File: src/rtl/cf_pkg.sv
package cf_pkg;
  localparam int CF_DW     = 8;
  localparam int CF_NREG   = 6;
  localparam int CF_AW     = 3;
  localparam int CF_NCMP   = 2;

  localparam logic [CF_AW-1:0] A_CTRL = 3'd0;
  localparam logic [CF_AW-1:0] A_CMP1 = 3'd1;
  localparam logic [CF_AW-1:0] A_CMP2 = 3'd2;
  localparam logic [CF_AW-1:0] A_R1LO = 3'd3;
  localparam logic [CF_AW-1:0] A_R1HI = 3'd4;
  localparam logic [CF_AW-1:0] A_R2   = 3'd5;

  // action bits; bit positions are decoded by the match logic
  typedef struct packed {
    logic sub2;
    logic dbl1;
    logic drop2;
    logic drop1;
    logic on2;
    logic on1;
  } ctrl_t;

  typedef enum logic [1:0] {
    ACT_PASS = 2'd0,
    ACT_DROP = 2'd1,
    ACT_ONE  = 2'd2,
    ACT_TWO  = 2'd3
  } act_e;
endpackage

File: src/rtl/cf_cfg.sv
module cf_cfg
  import cf_pkg::*;
#(
  parameter int DW   = CF_DW,
  parameter int NREG = CF_NREG,
  parameter int AW   = CF_AW
) (
  input  logic          clk,
  input  logic          rst_n,
  input  logic          we,
  input  logic [AW-1:0] addr,
  input  logic [DW-1:0] wdata,
  output logic [DW-1:0] bank [NREG]
);
  logic [DW-1:0] bank_q [NREG];
  logic [DW-1:0] bank_d [NREG];
  logic [NREG-1:0] load;

  for (genvar g = 0; g < NREG; g++) begin : g_reg
    always_comb begin
      load[g]   = we && (addr == AW'(g));
      bank_d[g] = load[g] ? wdata : bank_q[g];
    end

    always_ff @(posedge clk or negedge rst_n) begin
      if (!rst_n) bank_q[g] <= '0;
      else        bank_q[g] <= bank_d[g];
    end

    assign bank[g] = bank_q[g];
  end
endmodule

File: src/rtl/cf_decide.sv
module cf_decide
  import cf_pkg::*;
#(
  parameter int DW = CF_DW
) (
  input  logic [DW-1:0] ch,
  input  ctrl_t         ctrl,
  input  logic [DW-1:0] cmp1,
  input  logic [DW-1:0] cmp2,
  input  logic [DW-1:0] r1lo,
  input  logic [DW-1:0] r1hi,
  input  logic [DW-1:0] r2,
  output logic [1:0]    hit,
  output act_e          act,
  output logic [DW-1:0] b0,
  output logic [DW-1:0] b1
);
  always_comb begin
    hit[0] = ctrl.on1 && (ch == cmp1);
    hit[1] = ctrl.on2 && (ch == cmp2);
    act    = ACT_ONE;
    b0     = ch;
    b1     = r1hi;
    if (hit[0]) begin
      // drop outranks replace on compare 1
      if (ctrl.drop1)     act = ACT_DROP;
      else if (ctrl.dbl1) begin
        act = ACT_TWO;
        b0  = r1lo;
      end
    end else if (hit[1]) begin
      if (ctrl.drop2)     act = ACT_DROP;
      else if (ctrl.sub2) b0  = r2;
    end
  end
endmodule

File: src/rtl/cf_outstage.sv
module cf_outstage
  import cf_pkg::*;
#(
  parameter int DW = CF_DW
) (
  input  logic          clk,
  input  logic          rst_n,
  input  logic          in_valid,
  input  act_e          act,
  input  logic [DW-1:0] b0,
  input  logic [DW-1:0] b1,
  input  logic          out_ready,
  output logic          in_ready,
  output logic          take,
  output logic          out_valid,
  output logic [DW-1:0] out_data
);
  logic          ov_q, ov_d;
  logic          pend_q, pend_d;
  logic [DW-1:0] od_q, od_d;
  logic [DW-1:0] sec_q, sec_d;
  logic          pop;

  always_comb begin
    in_ready = !pend_q && (!ov_q || out_ready);
    take     = in_valid && in_ready;
    pop      = ov_q && out_ready;
    ov_d     = ov_q;
    od_d     = od_q;
    pend_d   = pend_q;
    sec_d    = sec_q;
    if (pop) begin
      ov_d = 1'b0;
      if (pend_q) begin
        ov_d   = 1'b1;
        od_d   = sec_q;
        pend_d = 1'b0;
      end
    end
    if (take && act != ACT_DROP) begin
      ov_d = 1'b1;
      od_d = b0;
      if (act == ACT_TWO) begin
        pend_d = 1'b1;
        sec_d  = b1;
      end
    end
  end

  always_ff @(posedge clk or negedge rst_n) begin
    if (!rst_n) begin
      ov_q   <= 1'b0;
      pend_q <= 1'b0;
      od_q   <= '0;
      sec_q  <= '0;
    end else begin
      ov_q   <= ov_d;
      pend_q <= pend_d;
      od_q   <= od_d;
      sec_q  <= sec_d;
    end
  end

  assign out_valid = ov_q;
  assign out_data  = od_q;
endmodule

File: src/rtl/cf_flags.sv
module cf_flags
  import cf_pkg::*;
#(
  parameter int N = CF_NCMP
) (
  input  logic         clk,
  input  logic         rst_n,
  input  logic [N-1:0] hit,
  input  logic         take,
  input  logic         clr,
  output logic [N-1:0] stb,
  output logic [N-1:0] flag
);
  for (genvar g = 0; g < N; g++) begin : g_ch
    logic ev, stb_q, flag_q, flag_d;

    always_comb begin
      ev     = take && hit[g];
      flag_d = (flag_q && !clr) || ev;
    end

    always_ff @(posedge clk or negedge rst_n) begin
      if (!rst_n) begin
        stb_q  <= 1'b0;
        flag_q <= 1'b0;
      end else begin
        stb_q  <= ev;
        flag_q <= flag_d;
      end
    end

    assign stb[g]  = stb_q;
    assign flag[g] = flag_q;
  end
endmodule

File: src/rtl/char_filter.sv
module char_filter
  import cf_pkg::*;
#(
  parameter int DW = CF_DW
) (
  input  logic          clk,
  input  logic          rst_n,
  input  logic          in_valid,
  input  logic [DW-1:0] in_data,
  output logic          in_ready,
  output logic          out_valid,
  output logic [DW-1:0] out_data,
  input  logic          out_ready,
  input  logic          cfg_we,
  input  logic [CF_AW-1:0] cfg_addr,
  input  logic [DW-1:0] cfg_wdata,
  input  logic          stat_rd,
  output logic [CF_NCMP-1:0] hit_stb,
  output logic [CF_NCMP-1:0] match_flag
);
  logic [DW-1:0] bank [CF_NREG];
  ctrl_t         ctrl;
  logic [1:0]    hit;
  act_e          act;
  logic [DW-1:0] b0, b1;
  logic          take;

  cf_cfg #(.DW(DW), .NREG(CF_NREG), .AW(CF_AW)) u_cfg (
    .clk(clk), .rst_n(rst_n), .we(cfg_we), .addr(cfg_addr),
    .wdata(cfg_wdata), .bank(bank)
  );

  assign ctrl = ctrl_t'(bank[A_CTRL][$bits(ctrl_t)-1:0]);

  cf_decide #(.DW(DW)) u_dec (
    .ch(in_data), .ctrl(ctrl),
    .cmp1(bank[A_CMP1]), .cmp2(bank[A_CMP2]),
    .r1lo(bank[A_R1LO]), .r1hi(bank[A_R1HI]), .r2(bank[A_R2]),
    .hit(hit), .act(act), .b0(b0), .b1(b1)
  );

  cf_outstage #(.DW(DW)) u_out (
    .clk(clk), .rst_n(rst_n), .in_valid(in_valid), .act(act),
    .b0(b0), .b1(b1), .out_ready(out_ready), .in_ready(in_ready),
    .take(take), .out_valid(out_valid), .out_data(out_data)
  );

  cf_flags #(.N(CF_NCMP)) u_flg (
    .clk(clk), .rst_n(rst_n), .hit(hit), .take(take), .clr(stat_rd),
    .stb(hit_stb), .flag(match_flag)
  );
endmodule

File: config.mk
export PLATFORM = sky130hd
export DESIGN_NAME = char_filter
export DESIGN_NICKNAME = d
export VERILOG_FILES = /design/src/rtl/cf_pkg.sv /design/src/rtl/cf_cfg.sv /design/src/rtl/cf_decide.sv /design/src/rtl/cf_outstage.sv /design/src/rtl/cf_flags.sv /design/src/rtl/char_filter.sv
export SDC_FILE = /design/constraint.sdc
export NUM_CORES = 1
export LEC_CHECK = 0
export ABC_AREA = 0
export CAP_MARGIN = 30
export CORE_ASPECT_RATIO = 1.1
export CORE_MARGIN = 3
export CORE_UTILIZATION = 36
export DETAILED_ROUTE_END_ITERATION = 8
export GPL_TIMING_DRIVEN = 0
export PLACE_DENSITY_LB_ADDON = 0.3
export SYNTH_ARGS = -nofsm -noshare
export SYNTH_HDL_FRONTEND = slang
export SYNTH_SLANG_ARGS = --single-unit
File: constraint.sdc
create_clock -name clk -period 2.1 [get_ports clk]
set_clock_uncertainty 0.15 [all_clocks]
set_input_delay 0.42 -clock clk [delete_from_list [all_inputs] [get_ports clk]]
set_output_delay 0.42 -clock clk [all_outputs]
set_load 0.02 [all_outputs]
## Word-level counts from Yosys, hierarchy flattened

Cells that the tools add are included.

| operators by class | value |
|---|---|
| reductions and logical operators | 27 |
| multiplexer cells | 20 |
| equality and inequality tests | 9 |

Operator list:

| cell | number |
|---|---|
| 2-to-1 mux 8 bit | 9 |
| equality test 8 bit | 2 |
| logical AND 1 bit | 16 |
| 2-to-1 mux 2 bit | 4 |
| 2-to-1 mux 1 bit | 7 |
| equality test 3 x 2 -> 1 bit (second input constant) | 2 |
| equality test 3 bit (second input constant) | 2 |
| AND reduction 2 bit | 2 |
| nonzero test 2 bit | 2 |
| equality test 3 x 1 -> 1 bit (second input constant) | 1 |
| zero test 1 bit | 3 |
| zero test 3 bit | 1 |
| logical OR 1 bit | 3 |
| equality test 2 bit (second input constant) | 1 |
| != test 2 x 1 -> 1 bit (second input constant) | 1 |

| word-level totals | value |
|---|---|
| output and inout port bits | 14 |
| register bits | 68 |
| word-level logic and storage cells | 70 |
| bits of input ports | 25 |

## Longest topological paths before layout

Gate-level depths: netlist (run 1).

| logic depth | value |
|---|---|
| depth after elaboration | 8 |
| depth in mapped cells | 7 |
| mapped depth without buffers | 6 |

## Hierarchy

A second synthesis (run 1) with hierarchy kept.

| unflattened totals | value |
|---|---|
| cells, all modules | 235 |
| area, all modules | 3295.7 um2 |

Modules (own cells, without submodules):

| module | area each (um2) | cells an instance | times used |
|---|---|---|---|
| cf_cfg | 1833.0 | 106 | 1 |
| cf_outstage | 819.5 | 54 | 1 |
| cf_decide | 476.7 | 62 | 1 |
| cf_flags | 166.4 | 13 | 1 |

## Least setup slack after synthesis (run 1)

OpenSTA, ideal clock, no wires.

| timing path | value |
|---|---|
| path type | in2reg |
| start | input in_data[6] |
| end | register u_out.od_q[2] (netlist: u_out.out_data[2]) |
| arrival time | 1.950 ns |
| library setup time | 0.126 ns |
| stages on the path | 6 |
| setup slack | -0.126 ns |
| required time | 1.824 ns |
| path buffers | 0 |
| cell sequence | xnor2_1 nand3_2 or4_4 o31ai_4 nand2_4 o32a_1 |

| on the way | value |
|---|---|
| word-level cells in the longest chain between the ends | 8 |

RTL lines:

| item | RTL line | RTL |
|---|---|---|
| from (decl) | char_filter.sv:9 | `input logic [DW-1:0] in_data,` |
| equality test 8 bit | cf_decide.sv:20 | `hit[1] = ctrl.on2 && (ch == cmp2);` |
| logical AND 1 bit | cf_decide.sv:20 |  |
| 2-to-1 mux 2 bit | cf_decide.sv:31 | `end else if (hit[1]) begin` |
| 2-to-1 mux 2 bit | cf_decide.sv:24 | `if (hit[0]) begin` |
| != test 2 x 1 -> 1 bit | cf_outstage.sv:40 | `if (take && act != ACT_DROP) begin` |
| logical AND 1 bit | cf_outstage.sv:40 |  |
| nonzero test 2 bit (no source line) | n/a |  |
| AND reduction 2 bit (no source line) | n/a |  |
| to (signal assigned) | cf_outstage.sv:54 | `od_q <= '0;` |
| to (signal assigned) | cf_outstage.sv:59 | `od_q <= od_d;` |
| to (decl) | cf_outstage.sv:20 | `logic [DW-1:0] od_q, od_d;` |

Parallel ways exist; a longest one is shown, timed or not.
A chain may end at the register's enable or synchronous reset.

## Worst setup path in the final report (run 1)

| timing path | value |
|---|---|
| start | input in_data[4] |
| end | register u_out.od_q[2] (netlist: u_out.out_data[2]) |

Same word-level chain as after synthesis.

==> results.json, run 1 <==
{
  "drive_above_1_share": 0.3738,
  "antenna_left": 0,
  "port_buffers": 36,
  "holdWs_ns": 0.02331,
  "cts_root_buffer": "clkbuf_8",
  "grt_start_max_net_pins": 69,
  "hpwl_um": 5248,
  "place_ws_ns": -1.239,
  "clock_path_buffers": 2,
  "worstPathCellList": "dlygate4sd2_1 > xnor2_2 > nand2_1 > or4_4 > o31ai_4 > buf_12 > nand2_8 > o32a_1",
  "numClockSinks": 68,
  "ioPinCount": 39,
  "multi_input_area_sq_mm": 0.001657,
  "slowest_stage": "or4_4",
  "ctsHoldBuffers": 0,
  "ys_seq_elements": 68,
  "wl_per_cell_um": 17.20,
  "clk_pin_slew_worst_paths_ns": 0.07,
  "grt_pass1_wl_um": 12500,
  "vias_per_cell": 5.271,
  "start_util": 0.3709,
  "dr.pass1.iters": 4,
  "cp.arrival_ns": 2.42,
  "worstPathRequired_ns": 2.17,
  "regArea_sq_mm": 0.001703,
  "crit_type": "in -> reg",
  "fin_tns_setup_ns": -1.760,
  "n_antenna_cell": 0,
  "crit_cells": 8,
  "drv_slew": 0,
  "yosys-top-cells-area": "dfrtp_1 (51%), mux2_2 (21%), xnor2_1 (3.4%), mux2i_1 (2.7%), nand2_1 (2.2%)",
  "dr_total_vias": 2293,
  "cp_max_fo": 8,
  "wirelength_um": 7484,
  "status": "complete, but fails checks",
  "antenna_found_initial": 0,
  "drt-initial-drc-count": 64,
  "synth_cell_type_count": 41,
  "syn2layout_area_growth_pct": 26.97,
  "setup_viol": 9,
  "cp-start-kind": "input port",
  "netlist_instances": 260,
  "synthArstFlopShare": 1.000,
  "synth.top_cell.area_share": 0.5144,
  "die-area_sq_mm": 0.01038,
  "hold_violations": 0,
  "finalCritPeriodShare": 1.118,
  "powerDensity_mw_per_mm2": 817.2,
  "core.rowCount": 36,
  "synth_top_area_cell": "dfrtp_1",
  "cp_top_family": "simple AND/OR/NAND/NOR gates",
  "yosysSeqAreaShare": 0.5144,
  "synth-edff-count": 0,
  "h-tree-depth": 3,
  "cp_num_buf_inv": 2,
  "violations": "negative setup slack",
  "nets": 342,
  "max-slew-margin-rel": 0.4323,
  "cp_slowest_stage_delay_ns": 0.56,
  "grt_setup_unrepaired": "true",
  "route.detailed.drc": 0,
  "die_w_um": 97.40,
  "fillers": 840,
  "worst_pin_slew_ns": 0.8515,
  "core_sq_mm": 0.008919,
  "drv_cap": 0,
  "finalWorstSetupSlack_ns": -0.2474,
  "max_freq_mhz": 426.0,
  "cts_buffers": 9,
  "reg2reg_depth": 7,
  "first_global_vias": 2466,
  "clk_latency_ns": 0.34,
  "synthesis.nets": 285,
  "ir_drop_mv": 0.3520,
  "grtUsageTotal": 0.1541,
  "period_minus_slack_ns": 2.347,
  "ys.flop_type": "dfrtp_1",
  "endpoint_kind": "register",
  "yosysWarningCount": 0,
  "power.leakage_nw": 1.775,
  "globalplace.congestion": 0.7830,
  "grt-ovfl-total": 0,
  "synthesis.area_sq_mm": 0.003308,
  "hp-class": "in -> async",
  "cts_tree": "built",
  "die_y_um": 106.5,
  "postSynthAreaPerCell_sq_um": 12.72
}
## metrics by stage
step / std cells / total power, mW / util / area [sq um]
6_report: 435 / 3.432 / 0.4710 / 4200
5_1_grt: 435 / 3.613 / 0.4710 / 4200
4_1_cts: 436 / 3.460 / 0.4733 / 4222
3_5_place_dp: 412 / 2.442 / 0.4329 / 3861
3_3_place_gp: 410 / 2.418 / 0.4318 / 3851
2_1_floorplan: 260 / 2.178 / - / 3348
## layout by cell type, fill, tap and decap left out, types with 4 or more instances in the layout
cell type,instances
clkbuf_8,11
mux2_2,63
nand4_1,5
buf_4,11
clkbuf_1,5
nand3_1,7
dlygate4sd2_1,4
mux2i_1,9
o21ai_1,7
xnor2_2,4
a2bb2oi_1,7
o211ai_1,7
nand2b_1,6
inv_1,4
nand2_1,17
xnor2_1,8
clkdlybuf4s50_1,25
dfrtp_1,67
## state kept, by name (all words and copies together), names as in the netlist
name,cells
u_cfg.bank,46
u_out.out_data,8
u_out.sec_q,8
u_flg.g_ch.flag_q,2
u_flg.g_ch.stb_q,2
u_out.out_valid,1
u_out.pend_q,1
## routing by layer
metal | GRT usage | vias up | routed length, um
met3 | 0.02756 | 12 | 241
li1 | - | 1075 | -
met4 | 0.07221 | 0 | 165
met1 | 0.1894 | 1162 | 3195
met5 | 0 | - | 0
met2 | 0.2625 | 44 | 3881
## path summary, 6_finish.rpt
kind | from | endpoint | slack (ns)
max in group asynchronous | rst_n | u_cfg.bank[29] | 1.19
worst min-delay path | rst_n | u_cfg.bank[25] | 0.02
min in group clk | u_flg.g_ch[1].flag_q | u_flg.g_ch[1].flag_q | 0.33
worst max-delay path | in_data[4] | u_out.out_data[2] | -0.25
worst max register to register | u_cfg.bank[26] | u_out.out_data[2] | -0.24
worst min register to register | u_flg.g_ch[1].flag_q | u_flg.g_ch[1].flag_q | 0.33
## power breakdown
group / internal, mW / switching, mW / leakage, nW
logic: 0.435 / 0.374 / 0.847
clock network: 0.484 / 0.472 / 0.0893
registers: 1.53 / 0.134 / 0.839
## kinds of logic after synthesis
| group | after synthesis | synth area share |
|---|---|---|
| multiplexers | 75 | 0.2519 |
| XOR/XNOR | 13 | 0.03442 |
| AO/OA/AOI/OAI | 32 | 0.07450 |
| flip-flops | 68 | 0.5144 |
| AND/OR/NAND/NOR | 58 | 0.1044 |
| buffers and inverters | 14 | 0.02042 |
## synthesized netlist by cell type (all sizes together), types with 2 or more instances
cell type,instances
xnor2,13
clkbuf,5
nand2b,6
inv,4
dfrtp,68
or4,2
nor2,2
o211ai,7
mux2,66
nand3,9
a2bb2oi,7
mux2i,9
a21o,2
nor3,4
buf,4
nand2,20
nor4,3
o21ai,10
nand4,5
## what timing repair did
action                                  4_1_cts  5_1_grt
gates resized for setup                      30        9
buffers inserted                              8        1
gates cloned                                  1        0
pin swaps                                    11        1
endpoints found under the setup margin       33       29
## final cells by class
| class | count | share of cell area |
|---|---|---|
| sequential | 68 | 0.4054 |
| clock buffer | 13 | 0.03783 |
| inverter | 5 | 0.004468 |
| clock inverter | 2 | 0.002383 |
| tap | 114 | 0.03396 |
| timing repair buffer | 47 | 0.1105 |
| buffer | 8 | 0.01102 |
| multi-input combinational | 178 | 0.3944 |
Power figures use the tool's default switching activity.
==> inputs of run 2 (changes only) <==
--- a/config.mk
+++ b/config.mk
@@ -15,4 +15,5 @@
 export PLACE_DENSITY_LB_ADDON = 0.3
 export SYNTH_ARGS = -nofsm -noshare
 export SYNTH_HDL_FRONTEND = slang
+export SYNTH_HIERARCHICAL = 1
 export SYNTH_SLANG_ARGS = --single-unit
==> run 2 against run 1 <==
Against the previous run:
- largest cell class unchanged
- cell area decreased by 3.3%
- the run still ends with negative setup slack left
- sequential power is essentially flat
- core utilization increased by 0.45 points
- combinational power fell by 14%
- count of clock-buffer cells in the layout shrank 1
==> results.json, run 2 <==
{
  "status": "complete, but fails checks",
  "violations": "negative setup slack",
  "cts_root_buffer": "clkbuf_8",
  "period_minus_slack_ns": 2.574,
  "hpwl_um": 4511,
  "finalCritPeriodShare": 1.226,
  "numClockSinks": 68,
  "globalplace.congestion": 0.8071,
  "met3_length_um": 280,
  "dr_total_vias": 1952,
  "powerDensity_mw_per_mm2": 823.5,
  "wl_per_cell_um": 15.86,
  "cts_buffers": 9,
  "die-area_sq_mm": 0.01013,
  "worst_pin_slew_ns": 0.8451,
  "drt-initial-drc-count": 70,
  "ctsHoldBuffers": 0,
  "grt-ovfl-total": 0,
  "endpoint_kind": "register",
  "h-tree-depth": 3,
  "power.leakage_nw": 1.791,
  "cp_top_family": "simple AND/OR/NAND/NOR gates",
  "dr_wl_met2_um": 3103,
  "antenna_found_initial": 0,
  "die_y_um": 105.2,
  "grt_setup_unrepaired": "true",
  "hp-class": "in -> async",
  "ioPinCount": 39,
  "largest_reg_flops": 46,
  "cp.arrival_ns": 2.66,
  "die_w_um": 96.22,
  "yosysWarningCount": 6,
  "port_buffers": 37,
  "cp_max_fo": 5,
  "clock_path_buffers": 2,
  "worstPathRequired_ns": 2.19,
  "met1Wirelength_um": 2835,
  "nets": 308,
  "synthesis.area_sq_mm": 0.003223,
  "grt_pass1_wl_um": 10830,
  "place_ws_ns": -1.407,
  "crit_type": "in -> reg",
  "ir_drop_mv": 0.2948,
  "vias_per_cell": 4.892,
  "wirelength_um": 6327,
  "cp_slowest_stage_delay_ns": 0.46,
  "first_global_vias": 2118,
  "max-slew-margin-rel": 0.4366,
  "dp_cells": 379,
  "worstPathCellList": "dlygate4sd2_1 > xnor2_1 > nand4_1 > or3_4 > nand3_2 > a21boi_4 > nand2_2 > nor4b_4 > buf_6 > mux2_4",
  "syn2layout_area_growth_pct": 25.97,
  "grt_start_max_net_pins": 69,
  "dr.pass1.iters": 4,
  "total_power_mw": 3.344,
  "hold_violations": 0,
  "netlist_instances": 231,
  "postSynthAreaPerCell_sq_um": 13.95,
  "layout_common_cells": "dfrtp_1 (68), mux2_2 (62), clkdlybuf4s50_1 (27), buf_4 (17), clkbuf_8 (11)",
  "max_freq_mhz": 388.5,
  "fillers": 788,
  "route.detailed.drc": 0,
  "drive_above_1_share": 0.4583,
  "clk_pin_slew_worst_paths_ns": 0.07,
  "clk_latency_ns": 0.35,
  "cp_num_buf_inv": 2,
  "slowest_stage": "or3_4",
  "holdWs_ns": 0.02483,
  "dr.max_layer_used": "met4",
  "final_common_cell": "dfrtp_1",
  "cp-start-kind": "input port",
  "synthesis.nets": 256,
  "setup_viol": 18,
  "drv_cap": 0,
  "core.rowCount": 35,
  "final-instance-count-excl-fill": 399,
  "finish.utilization": 0.4755,
  "cts_tree": "built",
  "n_antenna_cell": 0,
  "core_sq_mm": 0.008539,
  "drv_slew": 0,
  "finalWorstSetupSlack_ns": -0.4738,
  "grtUsageTotal": 0.1429,
  "antenna_left": 0,
  "start_util": 0.3774
}
## run 2: timing repair
| action | CTS | global route |
|---|---|---|
| setup endpoints to repair | 19 | 19 |
| buffers inserted | 6 | 0 |
| pin swaps | 8 | 5 |
| gates resized for setup | 22 | 6 |
## run 2: final cells by class
class | count | area [sq um] | area share
clock inverter | 4 | 23.77 | 0.005855
buffer | 16 | 110.1 | 0.02712
sequential | 68 | 1702 | 0.4191
tap | 111 | 138.9 | 0.03421
timing repair buffer | 43 | 406.6 | 0.1002
inverter | 2 | 7.507 | 0.001849
multi-input combinational | 143 | 1516 | 0.3735
clock buffer | 12 | 155.1 | 0.03821
## run 2: where the power goes
| group | internal [mW] | switching [mW] |
|---|---|---|
| registers | 1.54 | 0.135 |
| clock network | 0.489 | 0.483 |
| logic | 0.426 | 0.270 |
| total | 2.45 | 0.889 |
## run 2: path summary, 6_finish.rpt
check / start / to / slack [ns] / cells past startpoint
max in group asynchronous: rst_n / u_cfg/bank[40] / 1.23 / 1
min: rst_n / u_flg/g_ch[1].flag_q / 0.02 / 1
max reg2reg: u_cfg/bank[39] / u_out/sec_q[2] / -0.46 / 9
min in group clk: u_flg/g_ch[1].flag_q / u_flg/g_ch[1].flag_q / 0.33 / 1
max: in_data[0] / u_out/sec_q[2] / -0.47 / 10
min reg2reg: u_flg/g_ch[1].flag_q / u_flg/g_ch[1].flag_q / 0.33 / 1
## run 2: metal layers
metal / vias to the layer above / global-route usage
li1: 928 / -
met1: 965 / 0.1863
met2: 48 / 0.2230
met3: 11 / 0.03569
met4: 0 / 0.06098
met5: - / 0
## run 2: worst register-to-register path, delay by kind of cell (launching register included)
family | cells | cell delay, ns
muxes | 1 | 0.30
DFF | 1 | 0.41
xor gates and xnor gates | 1 | 0.15
and+or+nand+nor | 5 | 1.10
buffers and inverters | 1 | 0.18
AOI/OAI and AO/OA | 1 | 0.17
## run 2: per-stage QoR
stage	TNS [ns]	area (sq um)
6_report	-6.771	4060
5_1_grt	-9.007	4060
4_1_cts	-7.219	4055
3_5_place_dp	-28.85	3801
3_3_place_gp	-154.56	3804
2_1_floorplan	-4.936	3294
